[config.mk]
export PLATFORM = sky130hd
export DESIGN_NAME = fp_add_sp
export DESIGN_NICKNAME = d
export VERILOG_FILES = /design/src/rtl/fpadd_pkg.sv /design/src/rtl/fpadd_unpack.sv /design/src/rtl/fpadd_core.sv /design/src/rtl/fp_add_sp.sv
export SDC_FILE = /design/constraint.sdc
export NUM_CORES = 1
export LEC_CHECK = 0
export ABC_AREA = 1
export ABC_CLOCK_PERIOD_IN_PS = 1900
export BUFFER_PORTS_ARGS = -buffer_cell sky130_fd_sc_hd__buf_2
export CAP_MARGIN = 20
export CORE_MARGIN = 5
export CORE_UTILIZATION = 41
export CTS_CLUSTER_SIZE = 14
export DETAILED_ROUTE_END_ITERATION = 12
export PLACE_DENSITY = 0.69
export SETUP_SLACK_MARGIN = 0.02
export SLEW_MARGIN = 20
export SYNTH_ARGS = -nofsm -noshare
export SYNTH_HDL_FRONTEND = slang
export SYNTH_SLANG_ARGS = --single-unit
export TNS_END_PERCENT = 20
[constraint.sdc]
create_clock -name clk -period 1.9 [get_ports clk]
set_clock_uncertainty 0.05 [all_clocks]
set_input_delay 0.095 -clock clk [delete_from_list [all_inputs] [get_ports clk]]
set_output_delay 0.095 -clock clk [all_outputs]
set_load 0.03 [all_outputs]
[src/rtl/fpadd_pkg.sv]
package fpadd_pkg;
  localparam int EXP_W  = 8;
  localparam int FRAC_W = 23;
  localparam int WORD_W = 1 + EXP_W + FRAC_W;
  localparam int SIG_W  = FRAC_W + 1;
  localparam int EXT_W  = SIG_W + 3;
  localparam int EW     = EXP_W + 2;
  localparam int LZ_W   = $clog2(EXT_W + 1);
  localparam logic [EXP_W-1:0]  EXP_TOP = '1;
  localparam logic [WORD_W-1:0] QNAN    = {1'b0, EXP_TOP, 1'b1, {(FRAC_W-1){1'b0}}};

  typedef struct packed {
    logic             sign;
    logic [EXP_W-1:0] exp;
    logic [SIG_W-1:0] sig;
    logic             nan;
    logic             inf;
    logic             zero;
  } opnd_t;

  function automatic logic [LZ_W-1:0] lead_zeros(input logic [EXT_W-1:0] v);
    logic found;
    lead_zeros = LZ_W'(EXT_W);
    found = 1'b0;
    for (int i = EXT_W - 1; i >= 0; i--) begin
      if (!found && v[i]) begin
        lead_zeros = LZ_W'(EXT_W - 1 - i);
        found = 1'b1;
      end
    end
  endfunction

  function automatic logic [EXT_W-1:0] shr_sticky(input logic [EXT_W-1:0] v,
                                                  input logic [EXP_W-1:0] d);
    logic [EXT_W-1:0] mask;
    if (d >= EXP_W'(EXT_W)) begin
      shr_sticky = {{(EXT_W-1){1'b0}}, |v};
    end else begin
      mask = (EXT_W'(1) << d) - EXT_W'(1);
      shr_sticky = (v >> d) | {{(EXT_W-1){1'b0}}, |(v & mask)};
    end
  endfunction
endpackage

[src/rtl/fpadd_unpack.sv]
module fpadd_unpack
  import fpadd_pkg::*;
(
  input  logic [WORD_W-1:0] word,
  input  logic              flip,
  output opnd_t             o
);
  logic [EXP_W-1:0]  e;
  logic [FRAC_W-1:0] f;

  assign e = word[WORD_W-2 -: EXP_W];
  assign f = word[FRAC_W-1:0];

  always_comb begin
    o.sign = word[WORD_W-1] ^ flip;
    o.exp  = (e == '0) ? EXP_W'(1) : e;
    o.sig  = {e != '0, f};
    o.nan  = (e == EXP_TOP) && (f != '0);
    o.inf  = (e == EXP_TOP) && (f == '0);
    o.zero = (e == '0) && (f == '0);
  end
endmodule

[src/rtl/fpadd_core.sv]
module fpadd_core
  import fpadd_pkg::*;
(
  input  opnd_t             x,
  input  opnd_t             y,
  output logic [WORD_W-1:0] res,
  output logic              ovf,
  output logic              unf,
  output logic              rnd_carry
);
  opnd_t            big, sml;
  logic             x_big, eff_sub, zero_sum, sign_r;
  logic [EXP_W-1:0] d;
  logic [EXT_W-1:0] ma, mb, norm;
  logic [EXT_W:0]   sum;
  logic [LZ_W-1:0]  lz;
  logic [EW-1:0]    lim, sh, e_n, e_f;
  logic [SIG_W-1:0] mant, mant_f;
  logic [SIG_W:0]   mant_r;
  logic             g, r, s, inexact, up, tiny;

  always_comb begin
    x_big   = {x.exp, x.sig} >= {y.exp, y.sig};
    big     = x_big ? x : y;
    sml     = x_big ? y : x;
    eff_sub = x.sign ^ y.sign;
    d       = big.exp - sml.exp;
    ma      = {big.sig, 3'b000};
    mb      = shr_sticky({sml.sig, 3'b000}, d);
    sum     = eff_sub ? ({1'b0, ma} - {1'b0, mb}) : ({1'b0, ma} + {1'b0, mb});
    zero_sum = (sum == '0);
    lz  = lead_zeros(sum[EXT_W-1:0]);
    lim = EW'(big.exp) - EW'(1);
    sh  = '0;
    if (sum[EXT_W]) begin
      norm = {sum[EXT_W:2], sum[1] | sum[0]};
      e_n  = EW'(big.exp) + EW'(1);
    end else begin
      sh   = (EW'(lz) > lim) ? lim : EW'(lz);
      norm = sum[EXT_W-1:0] << sh;
      e_n  = EW'(big.exp) - sh;
    end
    mant    = norm[EXT_W-1:3];
    g       = norm[2];
    r       = norm[1];
    s       = norm[0];
    inexact = g | r | s;
    up      = g & (r | s | mant[0]);
    mant_r  = {1'b0, mant} + (SIG_W+1)'(up);
    rnd_carry = mant_r[SIG_W];
    if (rnd_carry) begin
      mant_f = mant_r[SIG_W:1];
      e_f    = e_n + EW'(1);
    end else begin
      mant_f = mant_r[SIG_W-1:0];
      e_f    = e_n;
    end
    tiny   = !mant_f[SIG_W-1];
    sign_r = (zero_sum && eff_sub) ? 1'b0 : big.sign;
    ovf    = (e_f >= EW'(EXP_TOP));
    unf    = tiny & inexact;
    if (ovf) res = {sign_r, EXP_TOP, {FRAC_W{1'b0}}};
    else     res = {sign_r, tiny ? {EXP_W{1'b0}} : e_f[EXP_W-1:0], mant_f[FRAC_W-1:0]};
  end
endmodule

[src/rtl/fp_add_sp.sv]
module fp_add_sp
  import fpadd_pkg::*;
(
  input  logic              clk,
  input  logic              rst_n,
  input  logic              in_valid,
  input  logic              op,
  input  logic [WORD_W-1:0] a,
  input  logic [WORD_W-1:0] b,
  output logic              out_valid,
  output logic [WORD_W-1:0] result,
  output logic              ovf,
  output logic              unf,
  output logic              inv
);
  opnd_t             ua, ub;
  logic [WORD_W-1:0] core_res, nxt_res;
  logic              core_ovf, core_unf, rnd_carry;
  logic              nan_case, inf_case, nxt_ovf, nxt_unf;

  fpadd_unpack u_ua (.word(a), .flip(1'b0), .o(ua));
  fpadd_unpack u_ub (.word(b), .flip(op),   .o(ub));

  fpadd_core u_core (
    .x(ua), .y(ub), .res(core_res),
    .ovf(core_ovf), .unf(core_unf), .rnd_carry(rnd_carry)
  );

  assign nan_case = ua.nan | ub.nan | (ua.inf & ub.inf & (ua.sign ^ ub.sign));
  assign inf_case = ua.inf | ub.inf;

  always_comb begin
    nxt_ovf = 1'b0;
    nxt_unf = 1'b0;
    if (nan_case)      nxt_res = QNAN;
    else if (inf_case) nxt_res = {ua.inf ? ua.sign : ub.sign, EXP_TOP, {FRAC_W{1'b0}}};
    else begin
      nxt_res = core_res;
      nxt_ovf = core_ovf;
      nxt_unf = core_unf;
    end
  end

  always_ff @(posedge clk or negedge rst_n) begin
    if (!rst_n) begin
      out_valid <= 1'b0;
      result    <= '0;
      ovf       <= 1'b0;
      unf       <= 1'b0;
      inv       <= 1'b0;
    end else begin
      out_valid <= in_valid;
      ovf       <= in_valid & nxt_ovf;
      unf       <= in_valid & nxt_unf;
      inv       <= in_valid & nan_case;
      if (in_valid) result <= nxt_res;
    end
  end
endmodule

==> results.md, run 1 <==
- Boundary Pins: between 100 and 150
- Yosys top cell by area: nand2_1
- Synthesized area per cell: 5.491 sq um
- Vias in the first global route: between 15,000 and 20,000
- Layout cells sized above 1: 0.4028
- PwrDens: 1012 nW/um^2
- Fin cells: 3,684
- FFs w/ async S/R, synth: 1.000
- Reg-to-Reg End: result[24]$_DFFE_PN0P_
- Die Width: 189.7 um
- Worst-margin pin slew: roughly 0.84 ns
- Final worst slack: -10.74 ns
- #FFs+latches synth: 36
- Pre-antenna DRT Iters: 5
- DP Area: between 15,000 and 20,000 sq um
- Clock Tree Buf Depth: 2
- Area Growth Syn to Fin: 64.00%
- First-pass GRT wire length: 97.85 mm
- Max Cap Violations: 0
- Critical Path AT: 12.81 ns
- Setup Viol. Count Final: 34
- Final Hold Fails: 0
- DP Cell Count: around 3,600
- Final max-slew violation count: 0
- Final wirelength: 63.18 mm
- Worst Hold Class: in -> async
- Status: complete, but fails checks
- Worst r2r src: result[24]$_DFFE_PN0P_
- Reg clk slew, reported paths: 0.06 ns
- Critical Path Max Stage Delay: between 0.4 and 0.5 ns
- Critical path endpoint category: register
- Failing checks: negative setup slack
- Clock Sinks: 36
- WS Path Type: in -> reg
- Overall Global Routing Usage: 0.3272
- Sum Neg Setup Slack: -357.60 ns
- Core area: roughly 32,000 sq um
- Crit Path Max Fanout: 8
- Cell variety after synth: 71
- Synthesis warning total: 0
- Most instantiated cells after synthesis: nand2_1 (651), nand3_1 (362), inv_1 (288)
- Slew HR: 0.4424
- Fin nets: approximately 3,400
- Vias per std cell: approximately 5.5
- Largest net degree at the start of global routing: 37
- Top FF cell, synth: dfrtp_1
- DRC: 0
- Fin area: 21,720 sq um
- Top-area cell type share of the netlist area: 0.1845
- H-tree depth: 2
- Required @ worst endpoint: roughly 2.1 ns
- Antenna viol nets, final: 0
- Initial core utilization: 0.4176
- Crit path from: a[30]
- Die height: 189.7 um
- Worst setup SP type: input pin
- Initial drt markers: between 2,000 and 2,500
- TritonCTS clock tree: built
- Synth area leaders: nand2_1 (18%), nand3_1 (14%), ha_1 (9.1%)
- Slowest CP cell: fa_2
- F_max: between 70 and 80 MHz
- Net Count, Synth: approximately 2,600
- Num CTS Buffers: 5
- Peak supply drop: 606.4 uV
- FP Rows: 65
- EDFF count, synth: 0
- CTS Root Cell: clkbuf_16
- DR WL/cell: between 15 and 20 um
- Hold WS: approximately 0.42 ns
- Fin crit share: 6.650
- Register area share after synthesis: 0.06802
- Final Critical Period: between 10 and 15 ns
- Port bufs: a little over 100
- Post-synthesis cell count: about 2,400
- Power, Total: 21,980 uW
- Initial antenna violation count: 1
- CP most frequent cell: nand2_2
- Worst R2R Path Depth: 3
- DR vias: 20,150
- Static Leak: ~0.012 uW
- FF-to-FF setup slack: about 0.97 ns
- Worst-Skew Late Latency: 0.29 ns
- Antenna cells: 0
- GPL Wtd Cong: 1.024
- Top-count cell post-synth: nand2_1
- RSZ-0062 raised after global routing: yes
- Grt ovf: 0
- Die area: between 30,000 and 40,000 sq um
- Synth Cell Area: between 10,000 and 15,000 sq um
- HPWL after DPL: about 50 mm
==> per-stage QoR <==
stage | utilization | setup slack (ns)
floorplan | - | -9.532
global placement | 0.6228 | -10.36
detailed placement | 0.6228 | -11.07
CTS | 0.6548 | -10.31
global route | 0.6848 | -11.49
finish | 0.6848 | -10.74
==> worst max path at each step <==
stage          cells after the start  slack [ns]                      to
6_report                          92      -10.74  result[14]$_DFFE_PN0P_
5_1_grt                           95      -11.49  result[22]$_DFFE_PN0P_
4_1_cts                          104      -10.31  result[24]$_DFFE_PN0P_
3_5_place_dp                     107      -11.07  result[24]$_DFFE_PN0P_
3_3_place_gp                     103      -10.36  result[23]$_DFFE_PN0P_
2_1_floorplan                    102       -9.53  result[30]$_DFFE_PN0P_
==> where the power goes <==
part	switching (uW)	total, uW	internal (uW)
Clock	351	968	617
Sequential	184	1290	1100
Combinational	11100	19700	8590
==> area by class of cell <==
class | instances | area, sq um
clock inverters | 3 | 42.54
well taps | 402 | 503.0
inverters | 320 | 1251
clock buffers | 5 | 125.1
repair buffers | 956 | 7295
flip-flops and latches | 36 | 900.9
multi-input cells | 1962 | 11600
fillers | 2766 | 9998
==> cells in the final DEF, fill, tap and decap left out, types with 10 or more instances in the layout <==
cell / instances
nand4_1: 79
nor2_4: 19
nor2_2: 25
a31oi_1: 11
nand3_1: 313
nand3_2: 61
nor4_1: 11
buf_2: 93
o21ai_2: 18
o21ai_0: 99
nor2_1: 199
inv_2: 40
buf_12: 16
nand2_2: 70
or2_2: 11
ha_4: 10
nand2_4: 18
nand2_1: 601
a21oi_2: 15
a21oi_1: 81
o21ai_1: 35
inv_1: 263
buf_4: 823
buf_6: 16
nand3_4: 10
xor2_1: 40
xnor2_1: 17
dfrtp_1: 36
nor3_1: 25
ha_1: 85
==> per-layer routing <==
layer,GRT usage,up-vias,part of all wire
met1,0.4587,9319,0.44
met3,0.03339,172,0.076
met5,0,-,0.00011
li1,-,9708,-
met4,0.09850,2,0.037
met2,0.5321,950,0.45
==> flip-flops by register name, summed over array words and instances, names as in the netlist <==
signal	flops
result	32
inv	1
out_valid	1
ovf	1
unf	1
==> worst max-delay path, delay by kind of cell <==
kind	cells	cell delay, ns
and+or+nand+nor	48	5.21
AOI/OAI and AO/OA	21	3.83
buffers and inverters	17	2.00
adders and majority gates	4	1.27
xor gates and xnor gates	2	0.36
==> cells by family after synthesis <==
family	share of synthesized area
buffers and inverters	0.1384
AND/OR/NAND/NOR	0.5095
flip-flops	0.06802
adder cells (fa/ha/maj)	0.09372
XOR/XNOR	0.04355
AO/OA/AOI/OAI	0.1461
multiplexers	0.0007558
==> what timing repair did <==
action | in CTS | in global routing
endpoints found under the hold margin | 37 | 0
resized for setup | 76 | 183
endpoints found under the setup margin | 34 | 35
buffers inserted | 43 | 26
hold buffers | 2 | 0
pin swaps | 56 | 112
gates cloned | 8 | 1
(Power assumes the default switching activity.)
==> inputs of run 2 (changes only) <==
SYNTH_HIERARCHICAL = 1   (was not set)
==> results.md, run 2 <==
- Status: complete, but fails checks
- Failing checks: negative setup slack
- Power, Total: 23,210 uW (+5.6%)
- Num CTS Buffers: 5 (unchanged)
- Fin cells: 3,754 (+1.9%)
- Antenna viol nets, final: 0 (unchanged)
- Port bufs: 103 (unchanged)
- Initial core utilization: 0.4129 (-0.004606)
- Vias in the first global route: 19,150 (-0.17%)
- Vias per std cell: 5.345 (-2.3%)
- DR WL/cell: 16.43 um (-4.2%)
- Top reg by flops: result
- DP Cell Count: 3,670 (+2.0%)
- TritonCTS clock tree: built
- Critical Path AT: 12.57 ns (-0.24 ns)
- DRC: 0 (unchanged)
- Clock Sinks: 36 (unchanged)
- Reg clk slew, reported paths: 0.05 ns (about the same)
- Final wirelength: 61.68 mm (-2.4%)
- Worst setup SP type: input pin
- Area Growth Syn to Fin: 56.41%
- Most frequent cells in the layout: buf_4 (766), nand2_1 (684), nand3_1 (328), inv_1 (284), nor2_1 (217)
- Max Cap Violations: 0 (unchanged)
- Final Critical Period: 12.46 ns (-0.1705 ns)
- Synthesis warning total: 6 (+6)
- Overall Global Routing Usage: 0.3155 (-0.01173)
- Slew HR: 0.4600 (+0.01758)
- Final max-slew violation count: 0 (unchanged)
- Worst-margin pin slew: 0.8100 ns (-0.02636 ns)
- Max reg flops: 32 (unchanged)
- Commonest non-fill, non-tap cell in the layout: buf_4
- FP Rows: 67 (+3.1%)
- Synth Cell Area: 13,740 sq um (+3.8%)
- GPL Wtd Cong: 0.9861 (-3.7%)
- Grt ovf: 0 (unchanged)
- Static Leak: 0.01175 uW (+0.32%)
- Setup Viol. Count Final: 34 (unchanged)
- DP Area: 19,830 sq um (+0.39%)
- H-tree depth: 2 (unchanged)
- Slowest CP cell: fa_2
- PwrDens: 1080 nW/um^2 (+6.7%)
- Pre-antenna DRT Iters: 7 (+2)
- Antenna cells: 0 (unchanged)
- DR vias: 20,070 (-0.43%)
- Final Hold Fails: 0 (unchanged)
- Fin area: 21,500 sq um (-1.0%)
- Initial drt markers: 1,890 (-7.9%)
- Peak supply drop: 717.4 uV (+18%)
- Die area: 37,280 sq um (+3.6%)
- Filler Cells Inserted: 3,029 (+9.5%)
- CTS Root Cell: clkbuf_16
- Net Count, Synth: 2,710 (+5.1%)
- Boundary Pins: 104 (unchanged)
- Die Width: 193.1 um (+1.8%)
- Fin nets: 3,473 (+0.75%)
- Synthesized area per cell: 5.404 sq um (-1.6%)
- Initial antenna violation count: 1 (unchanged)
- Fin crit share: 6.560 (-0.08974)
- Clock Tree Buf Depth: 2 (unchanged)
- Critical path endpoint category: register
- First-pass GRT wire length: 96.10 mm (-1.8%)
- RSZ-0062 raised after global routing: yes
- Layout cells sized above 1: 0.3775 (-0.02531)
- HPWL after DPL: 49.78 mm (-0.35%)
- Largest net degree at the start of global routing: 37 (unchanged)
- Critical Path Max Stage Delay: 0.56 ns (+0.15 ns)
- Crit Path Max Fanout: 7 (-1)
- Worst-Skew Late Latency: 0.28 ns (about the same)
- Die height: 193.1 um (+1.8%)
- Core area: 33,280 sq um (+4.9%)
- Final worst slack: -10.56 ns (+0.1705 ns)
- Required @ worst endpoint: 2.00 ns (-0.08 ns)
- Worst Hold Class: in -> reg
- Post-synthesis cell count: 2,543 (+5.4%)
- F_max: 80.23 MHz (+1.4%)
- WS Path Type: in -> reg
[run 2: cell count changes in the layout (fill, tap and decap cells not counted), moves of 15 or more]
cell | before | now
buf_4 | 823 | 766
inv_1 | 263 | 284
nand2_1 | 601 | 684
nand3_1 | 313 | 328
nand3_2 | 61 | 40
nor2_1 | 199 | 217
o21ai_1 | 35 | 17
o21bai_2 | 0 | 18
[run 2: final cells by class]
| class | instances | area [sq um] | share of cell area |
|---|---|---|---|
| inverter | 324 | 1237 | 0.05757 |
| sequential | 36 | 900.9 | 0.04191 |
| clock buffer | 7 | 152.6 | 0.007101 |
| tap | 448 | 560.5 | 0.02608 |
| timing repair buffer | 904 | 6860 | 0.3192 |
| multi-input combinational | 2035 | 11780 | 0.5482 |
[run 2: timing repair]
item,CTS,global route
resized for setup,102,108
hold endpoints to repair,36,0
pin swaps,82,111
hold buffers,1,0
setup buffers,54,19
endpoints found under the setup margin,34,34
gates cloned,3,1
[run 2: worst paths after layout]
| check | to | slack, ns | cells after the start | startpoint |
|---|---|---|---|---|
| worst max-delay path | result[25]$_DFFE_PN0P_ | -10.56 | 100 | a[29] |
| worst min-delay path | out_valid$_DFF_PN0_ | 0.12 | 1 | in_valid |
| worst max register to register | result[15]$_DFFE_PN0P_ | 1.07 | 3 | result[15]$_DFFE_PN0P_ |
| worst min register to register | result[23]$_DFFE_PN0P_ | 0.43 | 2 | result[23]$_DFFE_PN0P_ |
| max in group asynchronous | result[25]$_DFFE_PN0P_ | 0.89 | 2 | rst_n |
| min in group asynchronous | result[10]$_DFFE_PN0P_ | 0.39 | 2 | rst_n |
[run 2: stage by stage]
stage	hold slack, ns	setup WS [ns]	util	TNS (ns)
after floorplan	-0.2506	-9.821	-	-325.15
after global placement	0.1521	-10.69	0.5959	-357.10
after detailed placement	0.1814	-11.01	0.5959	-368.51
after CTS	0.1106	-10.01	0.6279	-334.56
after global routing	0.1330	-11.38	0.6459	-376.98
final	0.1212	-10.56	0.6459	-349.60
[run 2: layer usage]
metal  GRT usage  share of wire  vias to the layer above
li1            -              -                     9801
met1      0.4105           0.41                     9219
met2      0.5497           0.47                      866
met3     0.03331          0.072                      177
met4     0.09886          0.041                        2
met5           0        0.00019                        -
[run 2: where the power goes]
| part | total, uW | leakage (uW) | internal (uW) | switching [uW] |
|---|---|---|---|---|
| combinational | 21200 | 0.0112 | 9170 | 12000 |
| clock | 858 | 0.0000760 | 550 | 308 |
| sequential | 1200 | 0.000460 | 1060 | 143 |
| total | 23200 | 0.0118 | 10800 | 12400 |
[run 2: critical path, delay by kind of cell]
family                   cells  cell delay (ns)
AND/OR/NAND/NOR             70             7.58
adder cells (fa/ha/maj)      7             2.09
buffers and inverters       11             1.14
XOR/XNOR                     1             0.17
AO/OA/AOI/OAI               11             1.48
==> inputs of run 3 (changes only) <==
BUFFER_PORTS_ARGS = -buffer_cell sky130_fd_sc_hd__clkbuf_2   (was -buffer_cell sky130_fd_sc_hd__buf_2)
==> results.md, run 3 (synthesized netlist as in run 2, its figures left out) <==
- Max reg flops: 32 (unchanged)
- Antenna cells: 0 (unchanged)
- Peak supply drop: 840.0 uV (+17%)
- Final core utilization: 0.6692 (+0.02331)
- Vias in the first global route: 19,890 (+3.8%)
- Clock Tree Buf Depth: 2 (unchanged)
- Area Growth Syn to Fin: 62.05%
- Final Hold Fails: 0 (unchanged)
- First-pass GRT wire length: 99.71 mm (+3.8%)
- CP most frequent cell: nand2_2
- PwrDens: 1085 nW/um^2 (+0.48%)
- Setup Viol. Count Final: 34 (unchanged)
- Final Critical Period: 12.79 ns (+0.3264 ns)
- Slew HR: 0.3751 (-0.08488)
- FF-to-FF setup slack: 1.01 ns (-0.06 ns)
- Port bufs: 103 (unchanged)
- Pre-antenna DRT Iters: 6 (-1)
- Reg clk slew, reported paths: 0.05 ns (about the same)
- Largest net degree at the start of global routing: 67 (+81%)
- Critical path endpoint category: register
- Die height: 193.1 um (unchanged)
- Antenna viol nets, final: 0 (unchanged)
- Final worst slack: -10.89 ns (-0.3264 ns)
- DRC: 0 (unchanged)
- Boundary Pins: 104 (unchanged)
- Core area: 33,280 sq um (unchanged)
- Final max-slew violation count: 0 (unchanged)
- WS Path Type: in -> reg
- Top reg by flops: result
- Clock Sinks: 36 (unchanged)
- Met2 WL: 30.36 mm (+3.7%)
- Required @ worst endpoint: 2.02 ns (+0.02 ns)
- RSZ-0062 raised after global routing: yes
- Crit Path Max Fanout: 8 (+1)
- Num CTS Buffers: 5 (unchanged)
- Static Leak: 0.01217 uW (+3.5%)
- H-tree depth: 2 (unchanged)
- FP Rows: 67 (unchanged)
- TritonCTS clock tree: built
- Fin crit share: 6.732 (+0.1718)
- Slowest CP cell: fa_2
- Fin nets: 3,544 (+2.0%)
- Sequential group share of total power: 0.051 (about the same)
- GPL Wtd Cong: 1.011 (+2.5%)
- Initial drt markers: 2,037 (+7.8%)
- Commonest non-fill, non-tap cell in the layout: buf_4
- Clock group share of total power: 0.036 (about the same)
- Final wirelength: 64.86 mm (+5.2%)
- Sum Neg Setup Slack: -364.65 ns (-15.05 ns)
- Int Power: 11,270 uW (+4.6%)
- Worst-Skew Late Latency: 0.28 ns (about the same)
- Switch share: 0.5337 (-0.002161)
- Initial core utilization: 0.4129 (unchanged)
- Gate power share: 0.913 (+0.002)
- Critical Path Max Stage Delay: 0.56 ns (about the same)
- Grt ovf: 0 (unchanged)
- Failing checks: negative setup slack
- Die area: 37,280 sq um (unchanged)
- Worst Hold Class: in -> reg
- Most frequent cells in the layout: buf_4 (831), nand2_1 (657), nand3_1 (324), inv_1 (284), nor2_1 (217)
- Status: complete, but fails checks
- Routed length on met3: 5.177 mm (+16%)
- Vias per std cell: 5.477 (+2.5%)
- Switching pwr: 12,890 uW (+3.7%)
- F_max: 78.18 MHz (-2.6%)
- Max Cap Violations: 0 (unchanged)
- HPWL after DPL: 48.84 mm (-1.9%)
- Die Width: 193.1 um (unchanged)
- DR WL/cell: 16.96 um (+3.2%)
- Pre-CTS WS: -11.48 ns (-0.4704 ns)
- Highest routing layer actually used: met4
- Metal-1 WL: 25.71 mm (+1.2%)
- Layout cells sized above 1: 0.4033 (+0.02582)
- Overall Global Routing Usage: 0.3266 (+0.01106)
- Critical Path AT: 12.91 ns (+0.34 ns)
- CTS Root Cell: clkbuf_16
- Initial antenna violation count: 0 (-1)
- DR vias: 20,950 (+4.4%)
- Worst setup SP type: input pin
- Worst-margin pin slew: 0.9373 ns (+0.1273 ns)
[run 3: cell count changes in the layout (fill, tap and decap cells not counted), sizes merged]
| cell | previous run | this run |
|---|---|---|
| clkbuf | 8 | 106 |
| buf | 902 | 874 |
| nor2 | 270 | 271 |
[run 3: per-stage QoR]
stage	hold slack, ns	area (sq um)	instances	total power [uW]
after floorplan	-0.2506	14070	2543	11480
after global placement	0.1839	19780	3665	19900
after detailed placement	0.2051	19780	3665	20140
after CTS	0.2692	21500	3792	22400
after global routing	0.3496	22270	3825	25800
final	0.3317	22270	3825	24160
[run 3: final cells by class]
cell class / count / area (sq um)
timing repair buffer: 974 / 7400
fill: 2826 / 11010
clock buffer: 7 / 152.6
sequential: 36 / 900.9
inverter: 324 / 1247
tap: 448 / 560.5
multi-input combinational: 2036 / 12010
[run 3: routing by layer]
layer | vias up | track usage
met3 | 296 | 0.03835
li1 | 9956 | -
met1 | 9560 | 0.4180
met5 | - | 0
met4 | 0 | 0.1234
met2 | 1138 | 0.5641
[run 3: worst paths after layout]
path                                        start                endpoint  depth (start not counted)
max                                         a[27]  result[26]$_DFFE_PN0P_                         98
min                                      in_valid     out_valid$_DFF_PN0_                          1
max reg2reg                result[14]$_DFFE_PN0P_  result[14]$_DFFE_PN0P_                          3
min reg2reg                result[30]$_DFFE_PN0P_  result[30]$_DFFE_PN0P_                          2
max in group asynchronous                   rst_n  result[30]$_DFFE_PN0P_                          2
min in group asynchronous                   rst_n   result[4]$_DFFE_PN0P_                          2
[run 3: critical path: cells and delay by family]
| family | cells | cell delay [ns] |
|---|---|---|
| and+or+nand+nor | 67 | 7.41 |
| AOI/OAI and AO/OA | 12 | 1.96 |
| adders and majority gates | 6 | 1.90 |
| buffers and inverters | 12 | 1.30 |
| xor gates and xnor gates | 1 | 0.17 |
[run 3: what timing repair did]
item	CTS	global route
gates cloned	7	0
hold endpoints to repair	36	0
hold buffers	1	0
pin swaps	141	106
gates resized for setup	149	138
endpoints found under the setup margin	34	34
setup buffers	112	34
[run 3: power by group through the flow]
stage / clock network (uW) / logic, uW / registers (uW)
floorplan: 0 / 9680 / 1790
global placement: 0 / 18700 / 1210
detailed placement: 0 / 18900 / 1220
CTS: 873 / 20300 / 1210
global route: 919 / 23600 / 1260
finish: 875 / 22100 / 1230
